===== src/rtl/dm16_pkg.sv =====
package dm16_pkg;

  typedef enum logic [1:0] {
    MD_FRAC_S     = 2'd0,
    MD_FRAC_U     = 2'd1,
    MD_INT_S      = 2'd2,
    MD_INT_SCALED = 2'd3
  } mul_mode_e;

  localparam int unsigned LANE_COUNT = 2;

endpackage


===== src/rtl/dm16_lane_route.sv =====
module dm16_lane_route #(
  parameter int unsigned IDX_W = 3
) (
  input  logic [IDX_W-1:0] dst_idx,
  input  logic             wide,
  input  logic             hi_half,
  input  logic             mixed,
  output logic             lane,
  output logic [1:0]       mask,
  output logic             illegal
);

  always_comb begin
    if (wide) begin
      lane = dst_idx[0];
      mask = 2'b11;
    end else begin
      lane = hi_half;
      mask = hi_half ? 2'b10 : 2'b01;
    end
    illegal = mixed && !lane;
  end

endmodule


===== src/rtl/dm16_mult_core.sv =====
module dm16_mult_core
  import dm16_pkg::*;
#(
  parameter int unsigned OP_W = 16,
  parameter int unsigned LANE = 0,
  localparam int unsigned EW  = OP_W + 1,
  localparam int unsigned PW  = 2 * EW,
  localparam int unsigned VW  = PW + 1
) (
  input  logic [OP_W-1:0]        opa,
  input  logic [OP_W-1:0]        opb,
  input  mul_mode_e              mode,
  input  logic                   mixed,
  output logic signed [VW-1:0]   scaled,
  output logic                   res_unsigned,
  output logic                   frac_round
);

  logic mixed_ok;

  // Only the upper lane implements the mixed-sign operand reading.
  generate
    if (LANE == 1) begin : g_mixed
      assign mixed_ok = mixed;
    end else begin : g_plain
      logic unused_mixed;
      assign unused_mixed = mixed;
      assign mixed_ok     = 1'b0;
    end
  endgenerate

  logic                 a_signed, b_signed, dbl;
  logic signed [EW-1:0] sa, sb;
  logic signed [PW-1:0] ax, bx, prod;

  always_comb begin
    a_signed     = (mode != MD_FRAC_U) || mixed_ok;
    b_signed     = (mode != MD_FRAC_U) && !mixed_ok;
    dbl          = (mode == MD_FRAC_S) || (mode == MD_INT_SCALED);
    res_unsigned = (mode == MD_FRAC_U) && !mixed_ok;
    frac_round   = (mode == MD_FRAC_S) || (mode == MD_FRAC_U);

    sa   = a_signed ? $signed({opa[OP_W-1], opa}) : $signed({1'b0, opa});
    sb   = b_signed ? $signed({opb[OP_W-1], opb}) : $signed({1'b0, opb});
    ax   = PW'(sa);
    bx   = PW'(sb);
    prod = ax * bx;

    if (dbl) scaled = $signed({prod, 1'b0});
    else     scaled = $signed({prod[PW-1], prod});
  end

endmodule


===== src/rtl/dm16_sat.sv =====
module dm16_sat #(
  parameter int unsigned IN_W  = 35,
  parameter int unsigned OUT_W = 32
) (
  input  logic signed [IN_W-1:0] val,
  input  logic                   uns,
  output logic [OUT_W-1:0]       q
);

  localparam logic signed [IN_W-1:0] SMAX =
    $signed({{(IN_W-OUT_W+1){1'b0}}, {(OUT_W-1){1'b1}}});
  localparam logic signed [IN_W-1:0] SMIN =
    $signed({{(IN_W-OUT_W+1){1'b1}}, {(OUT_W-1){1'b0}}});
  localparam logic signed [IN_W-1:0] UMAX =
    $signed({{(IN_W-OUT_W){1'b0}}, {OUT_W{1'b1}}});

  always_comb begin
    if (uns) begin
      if (val < 0)          q = '0;
      else if (val > UMAX)  q = '1;
      else                  q = val[OUT_W-1:0];
    end else begin
      if (val > SMAX)       q = SMAX[OUT_W-1:0];
      else if (val < SMIN)  q = SMIN[OUT_W-1:0];
      else                  q = val[OUT_W-1:0];
    end
  end

endmodule


===== src/rtl/dual_mul16_sat.sv =====
module dual_mul16_sat
  import dm16_pkg::*;
#(
  parameter int unsigned OP_W  = 16,
  parameter int unsigned IDX_W = 3
) (
  input  logic                clk,
  input  logic                rst,
  input  logic                in_valid,
  input  logic [OP_W-1:0]     opa,
  input  logic [OP_W-1:0]     opb,
  input  logic [IDX_W-1:0]    dst_idx,
  input  logic                wide,
  input  logic                hi_half,
  input  logic [1:0]          mode,
  input  logic                mixed,
  output logic                wr_en,
  output logic [IDX_W-1:0]    wr_idx,
  output logic [1:0]          wr_mask,
  output logic [2*OP_W-1:0]   wr_data,
  output logic                err
);

  localparam int unsigned RES_W = 2 * OP_W;
  localparam int unsigned VW    = 2 * (OP_W + 1) + 1;
  localparam int unsigned RW    = VW + 1;
  localparam int unsigned FW    = RW - OP_W;

  logic       lane, illegal;
  logic [1:0] mask;

  dm16_lane_route #(.IDX_W(IDX_W)) u_route (
    .dst_idx (dst_idx),
    .wide    (wide),
    .hi_half (hi_half),
    .mixed   (mixed),
    .lane    (lane),
    .mask    (mask),
    .illegal (illegal)
  );

  logic signed [VW-1:0] lane_val  [LANE_COUNT];
  logic                 lane_uns  [LANE_COUNT];
  logic                 lane_frac [LANE_COUNT];

  for (genvar g = 0; g < LANE_COUNT; g++) begin : g_lane
    dm16_mult_core #(.OP_W(OP_W), .LANE(g)) u_core (
      .opa          (opa),
      .opb          (opb),
      .mode         (mul_mode_e'(mode)),
      .mixed        (mixed),
      .scaled       (lane_val[g]),
      .res_unsigned (lane_uns[g]),
      .frac_round   (lane_frac[g])
    );
  end

  logic signed [VW-1:0] sel_val;
  logic                 sel_uns, sel_frac;
  logic signed [RW-1:0] rounded;
  logic signed [FW-1:0] upper;

  always_comb begin
    sel_val  = lane_val[lane];
    sel_uns  = lane_uns[lane];
    sel_frac = lane_frac[lane];
    rounded  = RW'(sel_val) + $signed(RW'(1) <<< (OP_W - 1));
    upper    = FW'(rounded >>> OP_W);
  end

  logic [RES_W-1:0] q_wide;
  logic [OP_W-1:0]  q_frac16, q_int16, q_half;

  dm16_sat #(.IN_W(VW), .OUT_W(RES_W)) u_sat_wide (
    .val (sel_val), .uns (sel_uns), .q (q_wide)
  );
  dm16_sat #(.IN_W(FW), .OUT_W(OP_W)) u_sat_frac (
    .val (upper), .uns (sel_uns), .q (q_frac16)
  );
  dm16_sat #(.IN_W(VW), .OUT_W(OP_W)) u_sat_int (
    .val (sel_val), .uns (sel_uns), .q (q_int16)
  );

  logic [RES_W-1:0] data_next;

  always_comb begin
    q_half = sel_frac ? q_frac16 : q_int16;
    if (wide)      data_next = q_wide;
    else if (lane) data_next = {q_half, {OP_W{1'b0}}};
    else           data_next = {{OP_W{1'b0}}, q_half};
  end

  logic do_write;
  assign do_write = in_valid && !illegal;

  always_ff @(posedge clk) begin
    if (rst) begin
      wr_en   <= 1'b0;
      wr_idx  <= '0;
      wr_mask <= '0;
      wr_data <= '0;
      err     <= 1'b0;
    end else begin
      wr_en   <= do_write;
      wr_idx  <= do_write ? dst_idx : '0;
      wr_mask <= do_write ? mask : 2'b00;
      wr_data <= do_write ? data_next : '0;
      err     <= in_valid && illegal;
    end
  end

endmodule


===== config.mk =====
export PLATFORM = sky130hd
export DESIGN_NAME = dual_mul16_sat
export DESIGN_NICKNAME = d
export VERILOG_FILES = /design/src/rtl/dm16_pkg.sv /design/src/rtl/dm16_lane_route.sv /design/src/rtl/dm16_mult_core.sv /design/src/rtl/dm16_sat.sv /design/src/rtl/dual_mul16_sat.sv
export SDC_FILE = /design/constraint.sdc
export NUM_CORES = 1
export LEC_CHECK = 0
export ABC_AREA = 1
export CORE_ASPECT_RATIO = 1.2
export CORE_UTILIZATION = 25
export DETAILED_ROUTE_END_ITERATION = 8
export PLACE_DENSITY_LB_ADDON = 0.15
export SYNTH_ARGS = -nofsm -noshare
export SYNTH_HDL_FRONTEND = slang
export SYNTH_SLANG_ARGS = --single-unit

===== constraint.sdc =====
create_clock -name clk -period 10.1 [get_ports clk]
set_input_delay 2.02 -clock clk [delete_from_list [all_inputs] [get_ports clk]]
set_output_delay 2.02 -clock clk [all_outputs]
set_load 0.01 [all_outputs]

==> results of run 1 <==
tightest hold or removal path: stages:
cell,delay (ps)
clkdlybuf4s50_1,400
inv_1,50
nor2_1,30
cells by family (layout without fill, tap and decap cells):
group | Yosys count | after routing | synth area share
AND/OR/NAND/NOR | 1421 | 1422 | 0.2681
XOR/XNOR | 32 | 32 | 0.01241
AO/OA/AOI/OAI | 171 | 171 | 0.04550
flip-flops | 39 | 39 | 0.03458
buffers and inverters | 1011 | 1302 | 0.1701
adder cells (fa/ha/maj) | 570 | 570 | 0.4692
per-stage QoR:
stage / area (um2) / hold slack (ps) / util / cells / worst slack (ps)
2_1_floorplan: 22580 / 2132 / - / 3244 / 799.8
3_3_place_gp: 27070 / 2561 / 0.3030 / 4676 / -570.7
3_5_place_dp: 27070 / 2558 / 0.3030 / 4676 / -668.8
4_1_cts: 27410 / 2273 / 0.3068 / 4685 / 5.819
5_1_grt: 28260 / 2296 / 0.3163 / 4695 / -36.83
6_report: 28260 / 2273 / 0.3163 / 4695 / 372.3
synth_stat cells (all sizes together), types with 7 or more instances:
library cell  number
a21oi             64
a22o              31
and2              21
buf               23
clkbuf            98
dfxtp             39
fa               461
ha               109
inv              886
nand2            933
nand3            241
nand3b             7
nand4             31
nor2             163
nor3              10
o211ai             8
o21ai             62
or2               12
xnor2              8
xor2              24
routing by layer:
layer  track usage  vias to the layer above
li1              -                     9990
met1        0.2224                     9806
met2        0.3450                      365
met3      0.007456                       82
met4       0.03874                        0
met5             0                        -
flip-flops by register name (all words and copies together), names as in the netlist:
signal	flops
wr_en	1
wr_data	32
err	1
wr_idx	3
wr_mask	2
timing repair:
| action | CTS | global route |
|---|---|---|
| endpoints found under the setup margin | 32 | 32 |
| setup buffers | 0 | 9 |
| resized for setup | 42 | 188 |
| cloned | 1 | 1 |
| endpoints found under the hold margin | 0 | 0 |
| pin swaps | 2 | 48 |
cell type report:
cell class / instances / area (um2)
clock inverter: 1 / 5.005
inverter: 890 / 3346
multi-input combinational: 2195 / 18890
timing repair buffer: 404 / 3660
fill: 9876 / 61080
tap: 1159 / 1450
clock buffer: 7 / 132.6
sequential: 39 / 780.7
final timing paths:
path / slack, ps / cells past startpoint / endpoint
max: 370 / 35 / wr_data[26]
min: 2270 / 3 / wr_idx[1]
==> impl_summary.md, run 1 <==
Floorplan
The horizontal die dimension is 276.3 um. The floorplan die area is 91510 um2. The area inside the core boundary is 89340 um2. The die is 331.2 um tall. The number of top-level pins is 82. The cell row count is 120.

The initial core utilization is 0.2527.

Synth
The synthesized design contains 0 enable-type register cells. The post-synthesis cell type count is 44. In the post-synthesis netlist, the biggest area contributors are fa_1 41%, nand2_1 15%, inv_1 14%, ha_1 6.0%, nand3_1 5.2%. The post-synthesis sequential element count is 39.

The post-synthesis net count is 3857. In the synthesized netlist, the number of instances is 3244. The top-area cell type share of the netlist area is 0.4088. The top flip-flop cell by instance count after synthesis is dfxtp_1. After synthesis, the mean cell area works out to 6.959 um2. The sequential cell area fraction in the yosys report is 0.03458. The synthesis warning total is 0. The cell type with the highest aggregate area in the netlist is fa_1. For this run, asynchronously set or reset flops after synthesis account for 0. The netlist area before placement is 22580 um2.

Worst setup path
The delay contributed by the slowest stage of the critical path is 570 ps. STA classifies the critical path startpoint as an input pin. STA puts the critical path data required time at 10250 ps. The most numerous cell type found on the critical path is fa_1. The classification of the worst setup path is input pin to flop. The sort of element at the end of the critical path is a flop. The arrival time of data at the critical path endpoint is 9870 ps.

The buffer and inverter count on the worst path is 8. The slowest cell on the critical path is fa_1. The top cell family by delay on the critical path is adder cells. The highest net fanout along the worst path is 14.

The start point of the critical path is mode[1].

Global route
The initial antenna violation count came to 0. After global routing the overflow that remains totals 0. Entering global routing, the biggest net connects 52 pins. Across every metal layer, demand over resource in global routing totals 0.1801.

The first global-routing pass estimated 126800 um of wire. The number of global-route vias before repair was 21720.

Clock network
The clock input transition at the sequential cells of the worst setup and hold paths is 60 ps. The root buffer cell chosen for the clock tree is clkbuf_16. The CTS tree is built.

The H-tree was split into 2 levels. For this design, the sink count on the clock tree is 39. The clock buffer count from CTS is 5. The maximum clock path buffer count is 2. The total of hold buffers inserted after clock tree synthesis is 0.

Detailed routing
The DRC violations left is 0. The detail route stage leaves a number of antenna-violating nets equal to 0. Wire segments on met3 add up to 1980 um in the final route. In the final routed layout, each cell accounts on average for 17.07 um.

After detailed routing, the wire length on met1 is 34600 um. The overall via count from detail_route is 20240. The number of optimization iterations in the first detailed-route pass is 5.

The wire length on met2 is 41590 um. The post-detailed-routing wire length is 80120 um. The highest signal layer in the routed design is met4.

The via density per instance is 4.312. After the first detailed-routing iteration, the DRC count stood at 1042.

Layout
Of the cells placed in the final design, the portion with a size suffix greater than 1 is 0.1705. The top cell types in the final layout, fill and taps aside, are 873 x nand2_1, 863 x inv_1, 454 x fa_1. The library cell used most frequently in the layout, excluding fill and tap cells, is nand2_1.

Relative to the synthesized area, the layout overhead comes to 25.18%. The net count reported at finish is 4148. The repair_antennas step left the layout with diodes totalling 0.

Timing
The slew at the pin closest to its max-slew limit is 1122 ps. The routed design could run at a clock period as short as 9728 ps. The highest attainable clock frequency is 0.1028 GHz.

Of the available clock period, the critical path in the final layout requires 0.9631. The remaining max-slew budget at the tightest pin is 0.2510. The final max-slew violation count is 0. The total negative slack is 0 ps. The final count of hold timing violations is 0. Setup violations remaining at the end of the flow were counted as 0.

Place
The routability-driven placement congestion ratio is 0.9038. In this run the tool buffered the top-level ports with 81 buffer cells. The final HPWL from detailed placement is 70640 um.

Hold path
The path class of the lowest-slack min-delay path is input pin to flop. The startpoint identified for the worst hold timing path is dst_idx[1].

Run
The count of maximum capacitance violations is 0.

Status
The flow ran to the end, and the final reports show no timing, DRC or antenna violations.
Power of run 1 is left out: the tool's default activity adds up to more than one toggle a clock period on the data nets, which glitch-free logic cannot reach.
==> run 2, diff against run 1 <==
CAP_MARGIN = 0   (was default)
==> results of run 2 <==
Same layout as run 1: the final DEF is identical, and so are final timing and power.
Power of run 2 is left out for the same reason.
